### src/rtl/uart_os_rx_pkg.sv
package uart_os_rx_pkg;
    localparam int DATA_W = 9;

    typedef enum logic [2:0] {
        ST_IDLE,
        ST_START,
        ST_DATA,
        ST_PARITY,
        ST_STOP
    } rx_state_e;

    typedef struct packed {
        logic [DATA_W-1:0] data;
        logic              ferr;
        logic              perr;
    } rx_entry_t;
endpackage

### src/rtl/uart_os_rx_sync.sv
module uart_os_rx_sync #(
    parameter int STAGES = 2
) (
    input  logic clk,
    input  logic rst_n,
    input  logic din,
    output logic dout
);
    logic [STAGES-1:0] chain;

    always_ff @(posedge clk or negedge rst_n) begin
        if (!rst_n) chain <= '1;
        else        chain <= {chain[STAGES-2:0], din};
    end

    assign dout = chain[STAGES-1];
endmodule

### src/rtl/uart_os_rx_fsm.sv
module uart_os_rx_fsm
    import uart_os_rx_pkg::*;
#(
    parameter int OSR_NORM = 16,
    parameter int OSR_FAST = 8
) (
    input  logic      clk,
    input  logic      rst_n,
    input  logic      en,
    input  logic      tick,
    input  logic      line,
    input  logic      dbl,
    input  logic [2:0] len_sel,
    input  logic [1:0] par_sel,
    output logic      start_ok,
    output logic      done,
    output rx_entry_t entry
);
    localparam int CW = $clog2(OSR_NORM + 1);
    localparam int IW = $clog2(DATA_W);

    rx_state_e state, nxt;
    logic [CW-1:0] cnt, osr, mid, vote_pt, s_now;
    logic [IW-1:0] bit_idx, last_idx;
    logic [DATA_W-1:0] shreg;
    logic last, v_a, v_b, par_bit, vote, at_vote, at_end;
    logic par_en, par_odd;

    assign par_en  = par_sel[1];
    assign par_odd = par_sel[0];
    assign osr     = dbl ? CW'(OSR_FAST) : CW'(OSR_NORM);
    assign mid     = (osr >> 1) + CW'(1);
    assign vote_pt = mid + CW'(1);
    assign s_now   = (cnt == osr) ? CW'(1) : cnt + CW'(1);
    assign at_vote = tick && (s_now == vote_pt);
    assign at_end  = tick && (cnt == osr);
    assign vote    = (v_a & v_b) | (v_a & line) | (v_b & line);

    always_comb begin
        unique case (len_sel)
            3'd0:    last_idx = IW'(4);
            3'd1:    last_idx = IW'(5);
            3'd2:    last_idx = IW'(6);
            3'd3:    last_idx = IW'(7);
            default: last_idx = IW'(8);
        endcase
    end

    // state register
    always_ff @(posedge clk or negedge rst_n) begin
        if (!rst_n) state <= ST_IDLE;
        else        state <= nxt;
    end

    always_comb begin
        nxt = state;
        unique case (state)
            ST_IDLE:   if (tick && last && !line) nxt = ST_START;
            ST_START:  if (at_vote && vote) nxt = ST_IDLE;
                       else if (at_end) nxt = ST_DATA;
            ST_DATA:   if (at_end && bit_idx == last_idx)
                           nxt = par_en ? ST_PARITY : ST_STOP;
            ST_PARITY: if (at_end) nxt = ST_STOP;
            ST_STOP:   if (at_vote) nxt = ST_IDLE;
            default:   nxt = ST_IDLE;
        endcase
        if (!en) nxt = ST_IDLE;
    end

    // sample counter, vote capture and character assembly
    always_ff @(posedge clk or negedge rst_n) begin
        if (!rst_n) begin
            cnt <= '0; last <= 1'b0; v_a <= 1'b1; v_b <= 1'b1;
            bit_idx <= '0; shreg <= '0; par_bit <= 1'b0;
        end else if (!en) begin
            cnt <= '0; last <= 1'b0; bit_idx <= '0; shreg <= '0;
        end else if (tick) begin
            if (state == ST_IDLE) begin
                last    <= line;
                cnt     <= CW'(1);
                bit_idx <= '0;
                shreg   <= '0;
            end else begin
                last <= 1'b0;
                cnt  <= s_now;
                if (s_now == mid - CW'(1)) v_a <= line;
                if (s_now == mid)          v_b <= line;
                if (state == ST_DATA && s_now == vote_pt) shreg[bit_idx] <= vote;
                if (state == ST_DATA && cnt == osr) bit_idx <= bit_idx + IW'(1);
                if (state == ST_PARITY && s_now == vote_pt) par_bit <= vote;
            end
        end
    end

    // outputs
    always_comb begin
        start_ok   = (state == ST_START) && at_vote && !vote;
        done       = (state == ST_STOP) && at_vote;
        entry.data = shreg;
        entry.ferr = !vote;
        entry.perr = par_en && (par_bit != ((^shreg) ^ par_odd));
    end

    assert_cnt_range_R2: assert property (@(posedge clk) disable iff (!rst_n)
        (state != ST_IDLE) |-> (cnt >= CW'(1) && cnt <= osr));
    assert_disable_idle_R10: assert property (@(posedge clk) disable iff (!rst_n)
        !en |=> (state == ST_IDLE));
endmodule

### src/rtl/uart_os_rx_fifo.sv
module uart_os_rx_fifo #(
    parameter int DEPTH = 2,
    parameter int W     = 11
) (
    input  logic         clk,
    input  logic         rst_n,
    input  logic         flush,
    input  logic         push,
    input  logic [W-1:0] wdata,
    input  logic         pop,
    output logic [W-1:0] rdata,
    output logic         empty,
    output logic         full
);
    localparam int AW = (DEPTH > 1) ? $clog2(DEPTH) : 1;
    localparam int NW = $clog2(DEPTH + 1);

    logic [W-1:0]  mem [DEPTH];
    logic [AW-1:0] wp, rp;
    logic [NW-1:0] count;

    function automatic logic [AW-1:0] step(input logic [AW-1:0] p);
        return (p == AW'(DEPTH - 1)) ? '0 : p + AW'(1);
    endfunction

    always_ff @(posedge clk or negedge rst_n) begin
        if (!rst_n) begin
            wp <= '0; rp <= '0; count <= '0;
        end else if (flush) begin
            wp <= '0; rp <= '0; count <= '0;
        end else begin
            if (push) wp <= step(wp);
            if (pop)  rp <= step(rp);
            count <= count + NW'(push) - NW'(pop);
        end
    end

    always_ff @(posedge clk) begin
        if (push && !flush) mem[wp] <= wdata;
    end

    assign rdata = mem[rp];
    assign empty = (count == '0);
    assign full  = (count == NW'(DEPTH));

    assert_no_overflow_R7: assert property (@(posedge clk) disable iff (!rst_n)
        push |-> (count < NW'(DEPTH)));
    assert_no_underflow_R7: assert property (@(posedge clk) disable iff (!rst_n)
        pop |-> (count != '0));
    assert_flush_empty_R10: assert property (@(posedge clk) disable iff (!rst_n)
        flush |=> (count == '0));
endmodule

### src/rtl/uart_os_rx.sv
module uart_os_rx
    import uart_os_rx_pkg::*;
#(
    parameter int OSR_NORM  = 16,
    parameter int OSR_FAST  = 8,
    parameter int BUF_DEPTH = 2,
    parameter int SYNC_LEN  = 2
) (
    input  logic              clk,
    input  logic              rst_n,
    input  logic              rx_line,
    input  logic              sample_tick,
    input  logic              dbl_speed,
    input  logic [2:0]        len_sel,
    input  logic [1:0]        par_sel,
    input  logic              rx_en,
    input  logic              rd_pop,
    output logic [DATA_W-1:0] rx_data,
    output logic              frame_err,
    output logic              parity_err,
    output logic              overrun,
    output logic              rx_avail
);
    localparam int EW = $bits(rx_entry_t);

    logic      line_s, start_ok, done, pop, push, empty, full;
    logic      pend_v, ovr;
    rx_entry_t cur, pend_e, head;

    uart_os_rx_sync #(.STAGES(SYNC_LEN)) u_sync (
        .clk(clk), .rst_n(rst_n), .din(rx_line), .dout(line_s));

    uart_os_rx_fsm #(.OSR_NORM(OSR_NORM), .OSR_FAST(OSR_FAST)) u_fsm (
        .clk(clk), .rst_n(rst_n), .en(rx_en), .tick(sample_tick),
        .line(line_s), .dbl(dbl_speed), .len_sel(len_sel), .par_sel(par_sel),
        .start_ok(start_ok), .done(done), .entry(cur));

    assign pop  = rd_pop && !empty;
    assign push = pend_v && !full;

    uart_os_rx_fifo #(.DEPTH(BUF_DEPTH), .W(EW)) u_buf (
        .clk(clk), .rst_n(rst_n), .flush(!rx_en), .push(push),
        .wdata(pend_e), .pop(pop), .rdata(head), .empty(empty), .full(full));

    always_ff @(posedge clk or negedge rst_n) begin
        if (!rst_n) begin
            pend_v <= 1'b0; pend_e <= '0; ovr <= 1'b0;
        end else if (!rx_en) begin
            pend_v <= 1'b0; ovr <= 1'b0;
        end else begin
            if (done) begin
                pend_v <= 1'b1;
                pend_e <= cur;
            end else if (start_ok && pend_v && full && !pop) begin
                pend_v <= 1'b0;
            end else if (push) begin
                pend_v <= 1'b0;
            end
            if (start_ok && pend_v && full && !pop) ovr <= 1'b1;
            else if (pop)                           ovr <= 1'b0;
        end
    end

    assign rx_data    = empty ? '0 : head.data;
    assign frame_err  = !empty && head.ferr;
    assign parity_err = !empty && head.perr;
    assign overrun    = ovr;
    assign rx_avail   = !empty;

    assert_pend_free_R9: assert property (@(posedge clk) disable iff (!rst_n)
        done |-> !pend_v);
    assert_ovr_cause_R9: assert property (@(posedge clk) disable iff (!rst_n)
        $rose(ovr) |-> $past(pend_v && full));
endmodule

### config.mk
export PLATFORM = sky130hd
export DESIGN_NAME = uart_os_rx
export DESIGN_NICKNAME = d
export VERILOG_FILES = /design/src/rtl/uart_os_rx_pkg.sv /design/src/rtl/uart_os_rx_sync.sv /design/src/rtl/uart_os_rx_fsm.sv /design/src/rtl/uart_os_rx_fifo.sv /design/src/rtl/uart_os_rx.sv
export SDC_FILE = /design/constraint.sdc
export NUM_CORES = 1
export LEC_CHECK = 0
export BUFFER_PORTS_ARGS = -buffer_cell sky130_fd_sc_hd__buf_2
export CORE_ASPECT_RATIO = 0.7
export CORE_MARGIN = 2
export CORE_UTILIZATION = 35
export DETAILED_ROUTE_END_ITERATION = 8
export PLACE_DENSITY = 0.56
export SETUP_SLACK_MARGIN = 0.15
export SYNTH_ARGS = -nofsm -noshare
export SYNTH_HDL_FRONTEND = slang
export SYNTH_SLANG_ARGS = --single-unit
### constraint.sdc
create_clock -name clk -period 7.46 [get_ports clk]
set_input_delay 1.492 -clock clk [delete_from_list [all_inputs] [get_ports clk]]
set_output_delay 1.492 -clock clk [all_outputs]
set_load 0.01 [all_outputs]
==> qor.txt, run 1 <==
Hold WC Path Type = reg -> reg
Critical Path RT = 7.73 ns
Largest net degree at the start of global routing = 45
Post-CTS Hold Fix Bufs = 0
Final worst slack = 4.298 ns
DRT Pass-1 Iters = 4
DP Worst Slack = 3.959 ns
Die height = 87.60 um
Clk Latency, worst-skew pair = 0.33 ns
Compound-Gate Fraction of Synth Area = 12.42%
Initial core utilization = 36.09%
Dpl hpwl = 4.988 mm
EDFF count, synth = 22
Async set-or-reset flop fraction in the synthesized netlist = 66.67%
Setup Skew = 0.002897 ns
Area share of and/or/nand/nor cells after synthesis = 17.62%
Clock transition at path regs = 0.05 ns
Final nets = 369
Least-Margin Pin Slew = 1.306 ns
# clock sinks = 66
GRT Util Overall = 14.84%
TNS Setup = 0 ns
Reg2Reg Setup Slack = 4.71 ns
Crit path DAT = 3.43 ns
Vias post-DR = 2438
Min cycle time layout = 3.162 ns
XOR/XNOR Fraction of Synth Area = 3.759%
Normalized max-slew margin = 12.25%
Final setup violating endpoints = 0
Syn avg cell area = 10.72 um^2
Avg WL per Cell = 14.81 um
CTS Root Cell = clkbuf_16
CTS tree = yes
Max-cap viol count = 0
IO buf count = 24
Final wirelength = 7.094 mm
Power Density = 252.3 nW/um^2
Num CTS Buffers = 9
Status = complete, no violations
DRC viols = 0
Synth Register Bits = 66
Unrepaired setup endpoints after global routing = no
Mux cell area share after synthesis = 8.199%
CP Class = in -> reg
Post-synthesis net count = 349
Most common cell after layout, fill and taps aside = dfrtp_1
Final period util = 42.39%
Share of the synthesized area in the top cell type = 28.64%
First-pass GRT wire length = 12.11 mm
Rows = 30
Yosys warns = 0
Die X = 123.4 um
Total core area = 9684 um^2
Most frequent cells in the layout = dfrtp_1, nand2_1, buf_2
Yosys cell types = 54
Antenna violations before repair = 0
Top_reg_cell synth = dfrtp_1
Gp weighted congestion = 0.8279
# fillers = 940
Post-cts resize count = 0
Syn Inst Count = 326
Adder-cell area share of the yosys netlist = 4.225%
Seq/Total Area, Yosys = 50.55%
Total grt overflow = 0
Layout cell share with drive strength beyond 1 = 17.66%
Total I/O pin count = 25
Final core utilization = 41.56%
Syn Std Cell Area = 3495 um^2
Max Clk Rate = 316.3 MHz
Via density = 5.090
Leakage Power = 1.684 nW
Vias in the first global route = 2323
Die ar. = 10810 um^2
Final-report hold violation count = 0
Area delta synth->final = 15.18%
Critical Path Fanout Max = 9
Finished Cell Area = 4025 um^2
H-tree depth = 3
Placed inst area = 3715 um^2
Max clock buf depth = 2
Crit. End Element = flop
Peak supply drop = 156.6 uV
Drt initial violations = 224
Detail Route Antenna Nets = 0
Startpoint Class = input port
Largest family of logic cells by synthesized area = simple AND/OR/NAND/NOR gates
Slew Limit Fails = 0
Top cells by area, synth = dfrtp_1, edfxtp_1, mux2_2
Area leader, netlist = dfrtp_1
Diodes inserted = 0
Setup Fix Bufs, Post-CTS = 0
-- per-stage QoR --
stage                     hold slack (ns)  total power, W  std cells
after global routing               0.3659        0.001072        479
after CTS                          0.3566        0.001024        479
after floorplan                    0.3452       0.0005271        326
after global placement             0.3473       0.0005755        463
after detailed placement           0.3491       0.0005762        463
final                              0.3579        0.001015        479
-- cells in the mapped netlist, drive strengths merged, types with 2 or more instances --
library cell and n:
and3 4, mux2i 14, edfxtp 22, dfstp 4, a21o 2, xnor2 10, clkbuf 9, nand3 7
a21boi 6, ha 11, nand2 36, nand2b 7, o22ai 3, nor2b 10, a32o 5, o221ai 2
xor2 5, o21ai 11, a21oi 11, mux2 13, nor4 4, a22o 4, dfrtp 40, and2 9
nand3b 4, o21a 2, nor2 22, nor3 4, buf 7, or3 5, inv 12, nand4 2
-- worst max-delay path, stage by stage --
cell	delay [ns]
buf_2	0.15
nand2b_1	0.15
mux2i_1	0.22
o221ai_2	0.20
or3_1	0.49
nor3b_1	0.51
a22o_1	0.22
-- layout make-up --
cell class	instances	area (um^2)	share of cell area, %
flip-flops and latches	66	1767	43.89
multi-input cells	232	1615	40.13
clock buffers	11	232.7	5.782
well taps	128	160.2	3.979
repair buffers	25	127.6	3.171
clock inverters	5	77.57	1.927
inverters	12	45.04	1.119
-- kinds of logic (layout without fill, tap and decap cells) --
family / Yosys count / count (layout)
simple gates: 119 / 119
flops: 66 / 66
buf+inv: 28 / 53
mux: 27 / 27
compound gates: 59 / 59
fa+ha+maj: 12 / 12
xor+xnor: 15 / 15
-- registers in the layout (all words and copies together), names as in the netlist, 2 cells and up --
name and count:
u_buf.count 2, u_fsm.shreg 9, u_fsm.cnt 5, pend_e 11, u_fsm.bit_idx 4, u_buf.mem 22, u_fsm.state 3, u_sync.chain 2
-- metal layers --
metal  up-vias  track usage (%)  routed length (um)
met1      1167            22.08                3727
met5         -                0                   0
met4         0            5.475                 140
li1       1205                -                   -
met3        13            4.622                 337
met2        53            20.08                2888
-- worst paths after layout --
check / startpoint / to / cells past startpoint
min in group asynchronous: rst_n / u_fsm.bit_idx[2] / 1
hold / removal: u_sync.chain[0] / u_sync.chain[1] / 0
hold reg to reg: u_sync.chain[0] / u_sync.chain[1] / 0
setup reg to reg: u_fsm.cnt[0] / u_fsm.shreg[7] / 7
max in group asynchronous: rst_n / u_buf.count[1] / 1
setup / recovery: dbl_speed / u_fsm.shreg[7] / 7
-- power by group --
| part | switching [W] | internal, W |
|---|---|---|
| clock network | 0.000152 | 0.000292 |
| registers | 0.0000225 | 0.000384 |
| logic | 0.000105 | 0.0000592 |
| total | 0.000280 | 0.000735 |
Power figures use the tool's default switching activity.
==> run 2: changes to the inputs <==
clock period = 3.2 ns   (was 7.46 ns; I/O delays follow)
==> run 2 against run 1 <==
Effect of this change: sequential power grew 130%; worst hold slack worse by 0.0015 ns; critical path type is now reg -> reg; highest routed layer unchanged; largest power group unchanged; utilization grew 0.21 points.
==> qor.txt, run 2 (synthesis results as in run 1) <==
Clk Latency, worst-skew pair = 0.33 ns (about the same)
Max Clk Rate = 363.1 MHz
First-pass GRT wire length = 12.25 mm (+1.1%)
Die X = 123.4 um (unchanged)
Worst flop-to-flop path endpoint = u_fsm.shreg[0]
Hold Worst Slack = 0.3564 ns (-0.001476 ns)
Rows = 30 (unchanged)
Antenna violations before repair = 0 (unchanged)
Slew Limit Fails = 0 (unchanged)
Startpoint Class = flop
Cells after DPL = 468 (+1.1%)
Area of the multi-input gates = 1615 um^2 (unchanged)
Final setup violating endpoints = 0 (unchanged)
FF-to-FF path depth = 7 (unchanged)
Clock transition at path regs = 0.05 ns (about the same)
Largest register FFs = 22 (unchanged)
Finished Cell Area = 4045 um^2 (+0.50%)
Detail Route Antenna Nets = 0 (unchanged)
Setup Skew = 0.006946 ns (+0.004050 ns)
Total grt overflow = 0 (unchanged)
Peak supply drop = 304.3 uV (+94%)
Dpl hpwl = 4.984 mm (about the same)
Crit-path max cell delay = 0.50 ns (about the same)
# fillers = 939 (-0.11%)
Most frequent cells in the layout = dfrtp_1, nand2_1, buf_2
Final-report hold violation count = 0 (unchanged)
Via density = 5.014 (-1.5%)
Max-cap viol count = 0 (unchanged)
IO buf count = 24 (unchanged)
Initial core utilization = 36.09% (unchanged)
Total I/O pin count = 25 (unchanged)
Hold WC Path Type = reg -> reg
CTS Root Cell = clkbuf_16
Total core area = 9684 um^2 (unchanged)
TNS Setup = 0 ns (unchanged)
Final nets = 374 (+1.4%)
Critical Path Fanout Max = 11 (+2)
Post-cts resize count = 0 (unchanged)
Vias in the first global route = 2347 (+1.0%)
Normalized max-slew margin = 31.58% (+19 points)
Final wirelength = 7.263 mm (+2.4%)
GRT Util Overall = 15.19% (+0.36 points)
DRT Pass-1 Iters = 5 (+1)
Final period util = 86.07%
Layout cell share with drive strength beyond 1 = 19.38% (+1.7 points)
Largest Register = u_buf.mem
Least-Margin Pin Slew = 1.026 ns (-0.2799 ns)
Top flop regs = u_buf.mem x22, pend_e x11, u_fsm.shreg x9
Final worst slack = 0.4458 ns (-3.852 ns)
Slowest cell on the critical path = or3_1
Crit-path most repeated cell = or3_1
Post-CTS Hold Fix Bufs = 0 (unchanged)
Leakage Power = 1.699 nW (+0.95%)
Num CTS Buffers = 9 (unchanged)
Status = complete, no violations
Min cycle time layout = 2.754 ns
Area delta synth->final = 15.75%
DRC viols = 0 (unchanged)
Vias post-DR = 2427 (-0.45%)
Gp weighted congestion = 0.8347 (+0.82%)
Critical Path RT = 3.41 ns (-4.32 ns)
Crit path DAT = 2.97 ns (-0.46 ns)
Placed inst area = 3752 um^2 (+1.0%)
Die height = 87.60 um (unchanged)
Crit path to = u_fsm.shreg[0]
Crit. End Element = flop
Buf+Inv Stages, Crit Path = 0 (-1)
Critical Path Stages = 7 (unchanged)
Avg WL per Cell = 15.01 um (+1.3%)
Unrepaired setup endpoints after global routing = no
Largest net degree at the start of global routing = 45 (unchanged)
Drt initial violations = 209 (-6.7%)
Diodes inserted = 0 (unchanged)
H-tree depth = 3 (unchanged)
Crit path launch = u_fsm.cnt[0]
Die ar. = 10810 um^2 (unchanged)
Final Non-Filler Cells = 484 (+1.0%)
# clock sinks = 66 (unchanged)
Reg2Reg Setup Slack = 0.45 ns (-4.26 ns)
Worst path cell trace = ha_1 > nand2b_1 > mux2i_1 > o221ai_2 > or3_1 > or3_1 > a32o_1
Max clock buf depth = 2 (unchanged)
Power Density = 572.9 nW/um^2 (+130%)
CP delay by family, top = simple AND/OR/NAND/NOR gates
Most common cell after layout, fill and taps aside = dfrtp_1
CP Class = reg -> reg
Reg area = 1767 um^2 (unchanged)
DP Worst Slack = 0.4994 ns (-3.460 ns)
R2r startpoint = u_fsm.cnt[0]
CTS tree = yes
Setup Fix Bufs, Post-CTS = 0 (unchanged)
[run 2: worst reg2reg max path, delay by kind of cell (launching register included)]
kind	cells	cell delay, ns
adders and majority gates	1	0.36
and+or+nand+nor	3	1.13
AOI/OAI and AO/OA	2	0.45
DFF	1	0.46
muxes	1	0.25
[run 2: how the worst min path moves through the flow]
stage	from	end	slack (ns)	cells past startpoint
2_1_floorplan	rst_n	overrun	0.34	0
3_3_place_gp	u_sync.chain[0]	u_sync.chain[1]	0.35	0
3_5_place_dp	u_sync.chain[0]	u_sync.chain[1]	0.35	0
4_1_cts	u_sync.chain[0]	u_sync.chain[1]	0.36	0
5_1_grt	u_sync.chain[0]	u_sync.chain[1]	0.36	0
6_report	u_sync.chain[0]	u_sync.chain[1]	0.36	0
[run 2: area by class of cell]
cell class / instances / share of cell area, %
sequential: 66 / 43.67
multi-input combinational: 232 / 39.93
clock buffer: 9 / 5.568
timing repair buffer: 30 / 4.083
tap: 128 / 3.959
clock inverter: 7 / 1.670
inverter: 12 / 1.114
[run 2: report_power, final]
group	switching, W	total [W]	internal [W]
Clock	0.000361	0.000959	0.000599
Combinational	0.000253	0.000406	0.000153
Sequential	0.0000568	0.000952	0.000895
[run 2: through the flow]
stage          total power (W)  utilization (%)
2_1_floorplan         0.001228                -
3_5_place_dp          0.001371            38.75
5_1_grt               0.002453            41.77
3_3_place_gp          0.001371            38.75
6_report              0.002317            41.77
4_1_cts               0.002349            41.77
[run 2: layer usage]
layer,up-vias,global-route usage (%),wire (um)
li1,1216,-,-
met5,-,0,0
met3,6,5.143,415
met2,69,21.13,2976
met4,0,6.095,75
met1,1136,21.68,3795
